`src/rtl/tmr_pkg.sv`:
```
// Shared constants and types for the three-channel timer.
// Assumes byte offsets on an 8-bit address and a 32-bit data path.
package tmr_pkg;
    localparam int AW         = 8;
    localparam int DW         = 32;
    localparam int NCH_DEF    = 3;
    localparam int CNT_W_DEF  = 32;
    localparam int CH_STRIDE  = 8;
    localparam int CTL_STRIDE = 4;
    localparam int CTL_EN     = 0;
    localparam int CTL_AUTO   = 1;
    localparam int CTL_REF    = 2;

    localparam logic [AW-1:0] A_CTRL  = 8'h00;
    localparam logic [AW-1:0] A_VAL0  = 8'h10;
    localparam logic [AW-1:0] A_REL0  = 8'h14;
    localparam logic [AW-1:0] A_CAUSE = 8'h30;
    localparam logic [AW-1:0] A_MASK  = 8'h34;
    localparam logic [AW-1:0] A_RSTEN = 8'h38;

    typedef struct packed {
        logic ref_sel;
        logic auto_rl;
        logic en;
    } chan_cfg_t;
endpackage

```
`src/rtl/tmr_chan.sv`:
```
// One down-counting channel.
// A value write loads the count and arms the one-shot. The write wins over a
// step in the same cycle. A step at zero is an expiry: it reloads in
// auto-reload mode, and otherwise disarms so the channel fires only once.
// Assumes cfg is registered by the parent.
module tmr_chan
    import tmr_pkg::*;
#(
    parameter int CW = CNT_W_DEF
) (
    input  logic          clk,
    input  logic          rst_n,
    input  chan_cfg_t     cfg,
    input  logic          tick,
    input  logic          ld_val,
    input  logic          ld_rel,
    input  logic [CW-1:0] wdata,
    output logic [CW-1:0] cnt,
    output logic [CW-1:0] rel,
    output logic          expire
);
    logic armed_q;
    logic step;

    assign step   = cfg.en && (!cfg.ref_sel || tick);
    assign expire = step && !ld_val && (cnt == '0) && (cfg.auto_rl || armed_q);

    // Reload register: written by software only.
    always_ff @(posedge clk) begin
        if (!rst_n)      rel <= '0;
        else if (ld_val == 1'b0 && ld_rel) rel <= wdata;
    end

    // Count and one-shot arm: load, decrement, reload or disarm.
    always_ff @(posedge clk) begin
        if (!rst_n) begin
            cnt     <= '0;
            armed_q <= 1'b0;
        end else if (ld_val) begin
            cnt     <= wdata;
            armed_q <= 1'b1;
        end else if (step) begin
            if (cnt != '0)         cnt     <= cnt - 1'b1;
            else if (expire) begin
                if (cfg.auto_rl)   cnt     <= rel;
                else               armed_q <= 1'b0;
            end
        end
    end
endmodule

```
`src/rtl/tmr_evt.sv`:
```
// Cause, mask and watchdog reset-out logic.
// Cause bits collect expiries. A write clears the bits where wbits is 0, and
// a same-cycle expiry keeps its bit set. The reset output latches on a gated
// watchdog expiry and is cleared only by rst_n. The last channel is the
// watchdog.
module tmr_evt #(
    parameter int NCH = 3
) (
    input  logic           clk,
    input  logic           rst_n,
    input  logic [NCH-1:0] expire,
    input  logic           wr_cause,
    input  logic           wr_mask,
    input  logic           wr_rsten,
    input  logic [NCH-1:0] wbits,
    input  logic           wbit0,
    output logic [NCH-1:0] cause,
    output logic [NCH-1:0] mask,
    output logic           rsten,
    output logic           irq,
    output logic           rst_out
);
    localparam int WDG = NCH - 1;

    // Cause bits: set by expiry, cleared by writing zero.
    always_ff @(posedge clk) begin
        if (!rst_n)        cause <= '0;
        else if (wr_cause) cause <= (cause & wbits) | expire;
        else               cause <= cause | expire;
    end

    // Interrupt mask and watchdog reset-enable registers.
    always_ff @(posedge clk) begin
        if (!rst_n) begin
            mask  <= '0;
            rsten <= 1'b0;
        end else begin
            if (wr_mask)  mask  <= wbits;
            if (wr_rsten) rsten <= wbit0;
        end
    end

    // Sticky reset request from a permitted watchdog expiry.
    always_ff @(posedge clk) begin
        if (!rst_n)                      rst_out <= 1'b0;
        else if (expire[WDG] && rsten)   rst_out <= 1'b1;
    end

    assign irq = |(cause & mask);
endmodule

```
`src/rtl/tri_timer_wdt.sv`:
```
// Top of the timer block.
// Decodes register writes, holds the per-channel control fields, builds
// NUM_CH channels and drives the combinational read mux.
// Assumes NUM_CH*4 <= 32 and CW <= 32. The last channel is the watchdog.
module tri_timer_wdt
    import tmr_pkg::*;
#(
    parameter int NUM_CH = NCH_DEF,
    parameter int CW     = CNT_W_DEF
) (
    input  logic          clk,
    input  logic          rst_n,
    input  logic          wr_en,
    input  logic [AW-1:0] addr,
    input  logic [DW-1:0] wdata,
    output logic [DW-1:0] rdata,
    input  logic          tick_25m,
    output logic          irq,
    output logic          rst_out
);
    localparam int CTL_W = NUM_CH * CTL_STRIDE;

    logic [NUM_CH-1:0]         en_w, exp_w, cause_w, mask_w;
    logic [NUM_CH-1:0][CW-1:0] cnt_w, rel_w;
    logic [DW-1:0]             ctrl_rd;
    logic                      rsten_w;
    logic                      wr_ctrl, wr_cause, wr_mask, wr_rsten;

    assign wr_ctrl  = wr_en && (addr == A_CTRL);
    assign wr_cause = wr_en && (addr == A_CAUSE);
    assign wr_mask  = wr_en && (addr == A_MASK);
    assign wr_rsten = wr_en && (addr == A_RSTEN);

    for (genvar g = 0; g < NUM_CH; g++) begin : g_ch
        localparam logic [AW-1:0] VAL_A = AW'(int'(A_VAL0) + CH_STRIDE * g);
        localparam logic [AW-1:0] REL_A = AW'(int'(A_REL0) + CH_STRIDE * g);
        chan_cfg_t cfg_q;

        // Per-channel control field, written through the shared control word.
        always_ff @(posedge clk) begin
            if (!rst_n)       cfg_q <= '0;
            else if (wr_ctrl) cfg_q <= '{ref_sel: wdata[CTL_STRIDE*g+CTL_REF],
                                         auto_rl: wdata[CTL_STRIDE*g+CTL_AUTO],
                                         en:      wdata[CTL_STRIDE*g+CTL_EN]};
        end

        assign en_w[g] = cfg_q.en;
        assign ctrl_rd[CTL_STRIDE*g +: CTL_STRIDE] =
            {1'b0, cfg_q.ref_sel, cfg_q.auto_rl, cfg_q.en};

        tmr_chan #(.CW(CW)) u_chan (
            .clk    (clk),
            .rst_n  (rst_n),
            .cfg    (cfg_q),
            .tick   (tick_25m),
            .ld_val (wr_en && (addr == VAL_A)),
            .ld_rel (wr_en && (addr == REL_A)),
            .wdata  (wdata[CW-1:0]),
            .cnt    (cnt_w[g]),
            .rel    (rel_w[g]),
            .expire (exp_w[g])
        );
    end

    if (CTL_W < DW) begin : g_ctl_pad
        assign ctrl_rd[DW-1:CTL_W] = '0;
    end

    tmr_evt #(.NCH(NUM_CH)) u_evt (
        .clk      (clk),
        .rst_n    (rst_n),
        .expire   (exp_w),
        .wr_cause (wr_cause),
        .wr_mask  (wr_mask),
        .wr_rsten (wr_rsten),
        .wbits    (wdata[NUM_CH-1:0]),
        .wbit0    (wdata[0]),
        .cause    (cause_w),
        .mask     (mask_w),
        .rsten    (rsten_w),
        .irq      (irq),
        .rst_out  (rst_out)
    );

    // Read mux: mapped registers return data, all other offsets return zero.
    always_comb begin
        rdata = '0;
        if (addr == A_CTRL)  rdata = ctrl_rd;
        if (addr == A_CAUSE) rdata = DW'(cause_w);
        if (addr == A_MASK)  rdata = DW'(mask_w);
        if (addr == A_RSTEN) rdata = DW'(rsten_w);
        for (int n = 0; n < NUM_CH; n++) begin
            if (addr == AW'(int'(A_VAL0) + CH_STRIDE * n)) rdata = DW'(cnt_w[n]);
            if (addr == AW'(int'(A_REL0) + CH_STRIDE * n)) rdata = DW'(rel_w[n]);
        end
    end
endmodule

```
`config.mk`:
```
export PLATFORM = sky130hd
export DESIGN_NAME = tri_timer_wdt
export DESIGN_NICKNAME = d
export VERILOG_FILES = /design/src/rtl/tmr_pkg.sv /design/src/rtl/tmr_chan.sv /design/src/rtl/tmr_evt.sv /design/src/rtl/tri_timer_wdt.sv
export SDC_FILE = /design/constraint.sdc
export NUM_CORES = 1
export LEC_CHECK = 0
export BUFFER_PORTS_ARGS = -buffer_cell sky130_fd_sc_hd__buf_2
export CAP_MARGIN = 5
export CORE_UTILIZATION = 44
export DETAILED_ROUTE_END_ITERATION = 8
export GPL_ROUTABILITY_DRIVEN = 0
export GPL_TIMING_DRIVEN = 1
export PLACE_DENSITY = 0.58
export SYNTH_ARGS = -nofsm -noshare
export SYNTH_HDL_FRONTEND = slang
export SYNTH_HIERARCHICAL = 1
export SYNTH_SLANG_ARGS = --single-unit
export TNS_END_PERCENT = 100
```
`constraint.sdc`:
```
create_clock -name clk -period 6.5 [get_ports clk]
set_input_delay 0.65 -clock clk [delete_from_list [all_inputs] [get_ports clk]]
set_output_delay 0.65 -clock clk [all_outputs]
set_load 0.03 [all_outputs]
```
### Word level (Yosys, flattened, before mapping)

Cells that the tools add are included.

| storage, ports and cells | value |
|---|---|
| memory bits (read-only) | 0 |
| flip-flop bits (word level) | 212 |
| output and inout bits | 34 |
| latch bits | 0 |
| memories kept | 0 |
| memory bits (writable) | 0 |

| cells by class | value |
|---|---|
| reduce and logical (&&, ||, !) cells | 64 |
| eq/ne operators | 15 |
| mux-type cells | 41 |
| bitwise logic cells | 7 |
| multiply operators | 0 |
| shift-type cells | 0 |
| div/mod/pow operators | 0 |
| $lt $le $gt $ge | 0 |
| add/subtract/negate cells | 3 |

Operators by type and width:

| cell | number |
|---|---|
| two-way mux 32 bit | 24 |
| zero test 32 bit | 3 |
| nonzero test 32 bit | 3 |
| subtractor 32 x 1 -> 32 bit, second input constant | 3 |
| equality test 8 x 6 -> 1 bit, second input constant | 5 |
| equality test 8 x 5 -> 1 bit, second input constant | 4 |
| logical AND 1 bit | 26 |
| nonzero test 3 bit | 6 |
| two-way mux 1 bit | 15 |
| inequality test 2 x 1 -> 1 bit, second input constant | 6 |
| AND reduction 4 bit | 3 |
| nonzero test 2 bit | 6 |
| two-way mux 11 bit | 1 |
| AND reduction 3 bit | 3 |
| zero test 8 bit | 1 |
| bitwise AND 3 bit | 2 |
| zero test 1 bit | 6 |
| logical OR 1 bit | 6 |
| OR 3 bit | 2 |
| two-way mux 3 bit | 1 |
| inverter 1 bit | 3 |
| OR reduction 3 bit | 1 |

### Logic depth before layout (Yosys ltp)

| depth | value |
|---|---|
| depth in word-level cells | 11 |
| gate-level depth with buffers | 12 |
| mapped depth without buffers | 9 |

### Modules after synthesis

Netlist, hierarchy kept.

By module, submodules not included:

| module | area each (um^2) | instances | cells each |
|---|---|---|---|
| tmr_chan at g_ch[1].u_chan ... | 3723.6 | 2 | 494 |
| tmr_chan at g_ch[0].u_chan | 3822.4 | 1 | 507 |
| tri_timer_wdt | 1931.9 | 1 | 283 |
| tmr_evt | 296.5 | 1 | 29 |

### Worst setup path before layout

Ideal clock, no wire load.

| path | value |
|---|---|
| kind | input-to-output |
| start | in addr[2] |
| end | out rdata[30] |
| path slack | 3.464 ns |
| stages on the path | 7 |
| path buffers | 3 |
| data arrival time | 2.386 ns |
| cell sequence | buf_2 > or4b_1 > buf_2 > nor2_4 > buf_2 > a22oi_2 > a31oi_1 |

| on the way | value |
|---|---|
| cells in the longest elaborated chain, start to end | 9 |
| elaborated cells on any way between the ends | 16 |
| classes of those cells | eq/ne (8); mux (8) |

Ends and longest elaborated chain:

| what | line | text |
|---|---|---|
| start, declared | tri_timer_wdt.sv:14 | `input logic [AW-1:0] addr,` |
| equality test 8 x 6 -> 1 bit | tri_timer_wdt.sv:90 | `if (addr == A_MASK) rdata = DW'(mask_w);` |
| two-way mux 32 bit | tri_timer_wdt.sv:90 |  |
| two-way mux 32 bit | tri_timer_wdt.sv:91 | `if (addr == A_RSTEN) rdata = DW'(rsten_w);` |
| two-way mux 32 bit | tri_timer_wdt.sv:93 | `if (addr == AW'(int'(A_VAL0) + CH_STRIDE * n)) rdata = DW'(cnt_w[n]);` |
| two-way mux 32 bit | tri_timer_wdt.sv:94 | `if (addr == AW'(int'(A_REL0) + CH_STRIDE * n)) rdata = DW'(rel_w[n]);` |
| two-way mux 32 bit | tri_timer_wdt.sv:93 |  |
| two-way mux 32 bit | tri_timer_wdt.sv:94 |  |
| two-way mux 32 bit | tri_timer_wdt.sv:93 |  |
| two-way mux 32 bit * | tri_timer_wdt.sv:94 |  |
| end, declared | tri_timer_wdt.sv:16 | `output logic [DW-1:0] rdata,` |

Mark *: on every way between the ends. The rest lies on a longest branch, timed or not.

### Worst setup path in the final report

| path | value |
|---|---|
| start | in addr[2] |
| end | out rdata[26] |

Same word-level chain as after synthesis.

==> run metrics <==
result of the run finished clean; cts bufs inserted 26; part of the total power dissipated in combinational logic 0.094; type of the setup path with the least slack in2out; setup violators final 0; switching power 857 uW; Overflow after GRT 0; DRT antenna net count 0; portion of the clock cycle consumed by the worst path in the final layout 0.601; global-route wire length before repair 84.1 mm; number of antenna violations at the first check in global routing 1; Overall Global Routing Usage 0.350; EDFF count, synth 0; shortest clock period the worst path allows after layout between 3 and 4 ns; critical path data required time 5.85 ns; Post-CTS Setup Inserts 0; placement row count 63; count of pins on the block boundary roughly 80; kind of end point of the critical path output pin; transition time at the pin with the least slew margin 1.24 ns; layout-stage area growth over the synthesis result 11.1%; f_max 256 MHz; effective utilization at floorplan 0.452; leakage component of the power 5.32 nW; worst slew slack as a fraction of its limit 0.173; cell count of the worst reg-to-reg path 7; sequential element share of the synthesized area 0.314; Mean Syn Cell Area 7.47 um2; ys async rst share 0; count of mapped cells out of synthesis 1807; maximum clock skew at final layout 0.0126 ns; number of buffers inserted by port buffering 77; Core Region between 20000 and 30000 um2; non-filler instance count after layout ~2200; number of max-cap violations 0; number of different library cells in the post-synthesis netlist 95; Resized cells post-CTS 0; sequential group share of total power 0.394; routed via count 14777; clock transition time at the flip-flop clock pins of the worst setup and hold paths 0.06 ns; maximum VDD drop 196 uV; final hold violation count 0; Avg WL per Cell 25.3 um; number of levels the H-tree was split into 1; cell total after placement approximately 2200; maximum number of pins on one net before global-route repair roughly 80; Cell Pwr Density 222 nW/um2; worst-skew pair later-pin latency 0.55 ns; Critical Path Start Type input pin; Die X 177 um; antenna diode count 0; Critical R2R Launch g_ch[1].u_chan/cnt[3]$_SDFFE_PN0P_; worst setup path endpoint rdata[26]; HPWL reported at the end of detailed placement 39.6 mm; Arrival @ worst endpoint 3.25 ns; DR vias/cell 6.66; launch point of the worst path addr[2]; number of warnings issued by yosys 6; Sinks on Clock Net 212; critical-path maximum fanout 26; Die Span Y 177 um; max-slew violation count 0; Net Count, Synth 1857; maximum count of clock buffers along a single path 3; full die area 31400 um2; setup slack of the most critical reg-to-reg path 3.27 ns; net count reported at finish 1858; buffer cell driving the clock tree root sky130_fd_sc_hd__clkbuf_16; residual DRC count 0; Post-CTS Hold Fix Bufs 0; internal power of the cells roughly 2.5 mW; number of global-route vias before repair 13449; Post-synth top flop sky130_fd_sc_hd__dfxtp_1; total routed wirelength 56.2 mm; summed negative setup slack over all endpoints 0 ns; clock network fraction of total power 0.512; end of the worst register-to-register path g_ch[1].u_chan/cnt[14]$_SDFFE_PN0P_; post-layout utilization of the core 0.502; first drt pass iteration count 7; share of post-route cells with drive strength above 1 0.115; worst hold path type in2reg; number of flip-flops and latches in the synthesized netlist 212; net switching share of the total power 0.257; worst hold slack across all endpoints roughly 0.46 ns; clock tree from TritonCTS done; Filler cells between 2000 and 3000; count of routing violations after the opening detailed-route iteration a little under 2000; RSZ-0062 raised after global routing no; post-synthesis cell area 13500 um2
[worst min path at each step]
| stage | start | endpoint | cells after the start |
|---|---|---|---|
| floorplan | g_ch[1].u_chan/rel[4]$_SDFFE_PN0P_ | g_ch[1].u_chan/rel[4]$_SDFFE_PN0P_ | 2 |
| global placement | g_ch[0].u_chan/armed_q$_SDFFE_PN0P_ | g_ch[0].u_chan/armed_q$_SDFFE_PN0P_ | 2 |
| detailed placement | g_ch[0].u_chan/armed_q$_SDFFE_PN0P_ | g_ch[0].u_chan/armed_q$_SDFFE_PN0P_ | 2 |
| CTS | wdata[11] | g_ch[1].u_chan/cnt[11]$_SDFFE_PN0P_ | 3 |
| global route | wdata[11] | g_ch[1].u_chan/cnt[11]$_SDFFE_PN0P_ | 3 |
| finish | wdata[11] | g_ch[1].u_chan/cnt[11]$_SDFFE_PN0P_ | 3 |
[layout by cell type, fill, tap and decap left out, types with 7 or more instances in the layout]
cell type and count:
sky130_fd_sc_hd__xor2_1 11, sky130_fd_sc_hd__a22o_1 8, sky130_fd_sc_hd__a31oi_1 32, sky130_fd_sc_hd__buf_2 76
sky130_fd_sc_hd__o31ai_1 20, sky130_fd_sc_hd__bufinv_16 7, sky130_fd_sc_hd__clkbuf_16 27, sky130_fd_sc_hd__buf_4 25
sky130_fd_sc_hd__nand2_1 335, sky130_fd_sc_hd__o21a_1 10, sky130_fd_sc_hd__a222oi_1 15, sky130_fd_sc_hd__a32o_1 8
sky130_fd_sc_hd__and3_1 22, sky130_fd_sc_hd__mux2i_1 12, sky130_fd_sc_hd__dfxtp_1 212, sky130_fd_sc_hd__a21oi_1 77
sky130_fd_sc_hd__and2_1 15, sky130_fd_sc_hd__a311oi_1 11, sky130_fd_sc_hd__inv_1 21, sky130_fd_sc_hd__nor2_1 109
sky130_fd_sc_hd__mux2_2 10, sky130_fd_sc_hd__or3_1 20, sky130_fd_sc_hd__nor3b_1 10, sky130_fd_sc_hd__nor2b_1 13
sky130_fd_sc_hd__nand4b_1 7, sky130_fd_sc_hd__xnor2_1 12, sky130_fd_sc_hd__a21boi_0 114, sky130_fd_sc_hd__o211ai_1 18
sky130_fd_sc_hd__o21ai_0 147, sky130_fd_sc_hd__nand4_1 25, sky130_fd_sc_hd__a22oi_1 48, sky130_fd_sc_hd__a2bb2oi_1 9
sky130_fd_sc_hd__nor4_1 17, sky130_fd_sc_hd__nor3_1 67, sky130_fd_sc_hd__o22ai_1 13, sky130_fd_sc_hd__and4_1 8
sky130_fd_sc_hd__nand3_1 73
[flip-flops by register name, summed over array words and instances (netlist names)]
name,count
u_evt/rst_out,1
u_evt/rsten,1
u_evt/cause,3
g_ch.u_chan/cnt,96
u_evt/mask,3
g_ch.u_chan/armed_q,3
g_ch.u_chan/rel,96
ctrl_rd,9
[power by group through the flow]
stage / logic (mW) / clock network, mW / registers [mW]
after floorplan: 0.202 / 0 / 1.34
after global placement: 0.301 / 0 / 1.34
after detailed placement: 0.303 / 0 / 1.34
after CTS: 0.305 / 1.72 / 1.31
after global routing: 0.331 / 1.76 / 1.31
final: 0.314 / 1.70 / 1.31
[metal layers]
layer  track usage  wire length [um]  share of wire
met3        0.0735              5790           0.10
met5             0                 0              0
met2         0.556             25400           0.45
met4         0.103              1590          0.028
met1         0.474             23400           0.42
[final cells by class]
type | count | area, um2 | share of cell area
sequential | 212 | 4240 | 0.283
multi-input combinational | 1445 | 8620 | 0.575
tap | 390 | 488 | 0.0325
timing repair buffer | 101 | 568 | 0.0379
clock buffer | 33 | 728 | 0.0486
inverter | 22 | 82.6 | 0.00551
clock inverter | 15 | 268 | 0.0179
[cells in the mapped netlist, types with 25 or more instances]
cell type | number | area share
sky130_fd_sc_hd__a22oi_1 | 48 | 0.027
sky130_fd_sc_hd__nand4_1 | 25 | 0.012
sky130_fd_sc_hd__a21boi_0 | 114 | 0.063
sky130_fd_sc_hd__dfxtp_1 | 212 | 0.31
sky130_fd_sc_hd__a21oi_1 | 77 | 0.029
sky130_fd_sc_hd__nand3_1 | 73 | 0.027
sky130_fd_sc_hd__o21ai_0 | 147 | 0.055
sky130_fd_sc_hd__nor3_1 | 67 | 0.025
sky130_fd_sc_hd__nor2_1 | 109 | 0.030
sky130_fd_sc_hd__a31oi_1 | 32 | 0.015
sky130_fd_sc_hd__nand2_1 | 335 | 0.093
sky130_fd_sc_hd__clkbuf_1 | 93 | 0.026
[per-stage QoR]
stage	worst slack [ns]	total power, mW	instance area, um2
global placement	2.24	1.64	14000
detailed placement	2.13	1.64	14000
CTS	2.65	3.33	15000
floorplan	3.46	1.54	13500
finish	2.60	3.33	15000
global route	2.27	3.41	15000
[worst max-delay path, cell delays in order]
cell and delay (ns):
sky130_fd_sc_hd__buf_2 0.46, sky130_fd_sc_hd__or4b_1 0.69, sky130_fd_sc_hd__nor2_4 0.60, sky130_fd_sc_hd__a22oi_1 0.28, sky130_fd_sc_hd__a31oi_1 0.31, sky130_fd_sc_hd__buf_2 0.24
[cells by family after synthesis]
logic type | count (synthesis) | synth area share
XOR/XNOR | 23 | 0.0149
multiplexers | 22 | 0.0172
buffers and inverters | 150 | 0.0479
flip-flops | 212 | 0.314
adder cells (fa/ha/maj) | 6 | 0.00556
AND/OR/NAND/NOR | 795 | 0.298
AO/OA/AOI/OAI | 599 | 0.302
(Power assumes the default switching activity.)
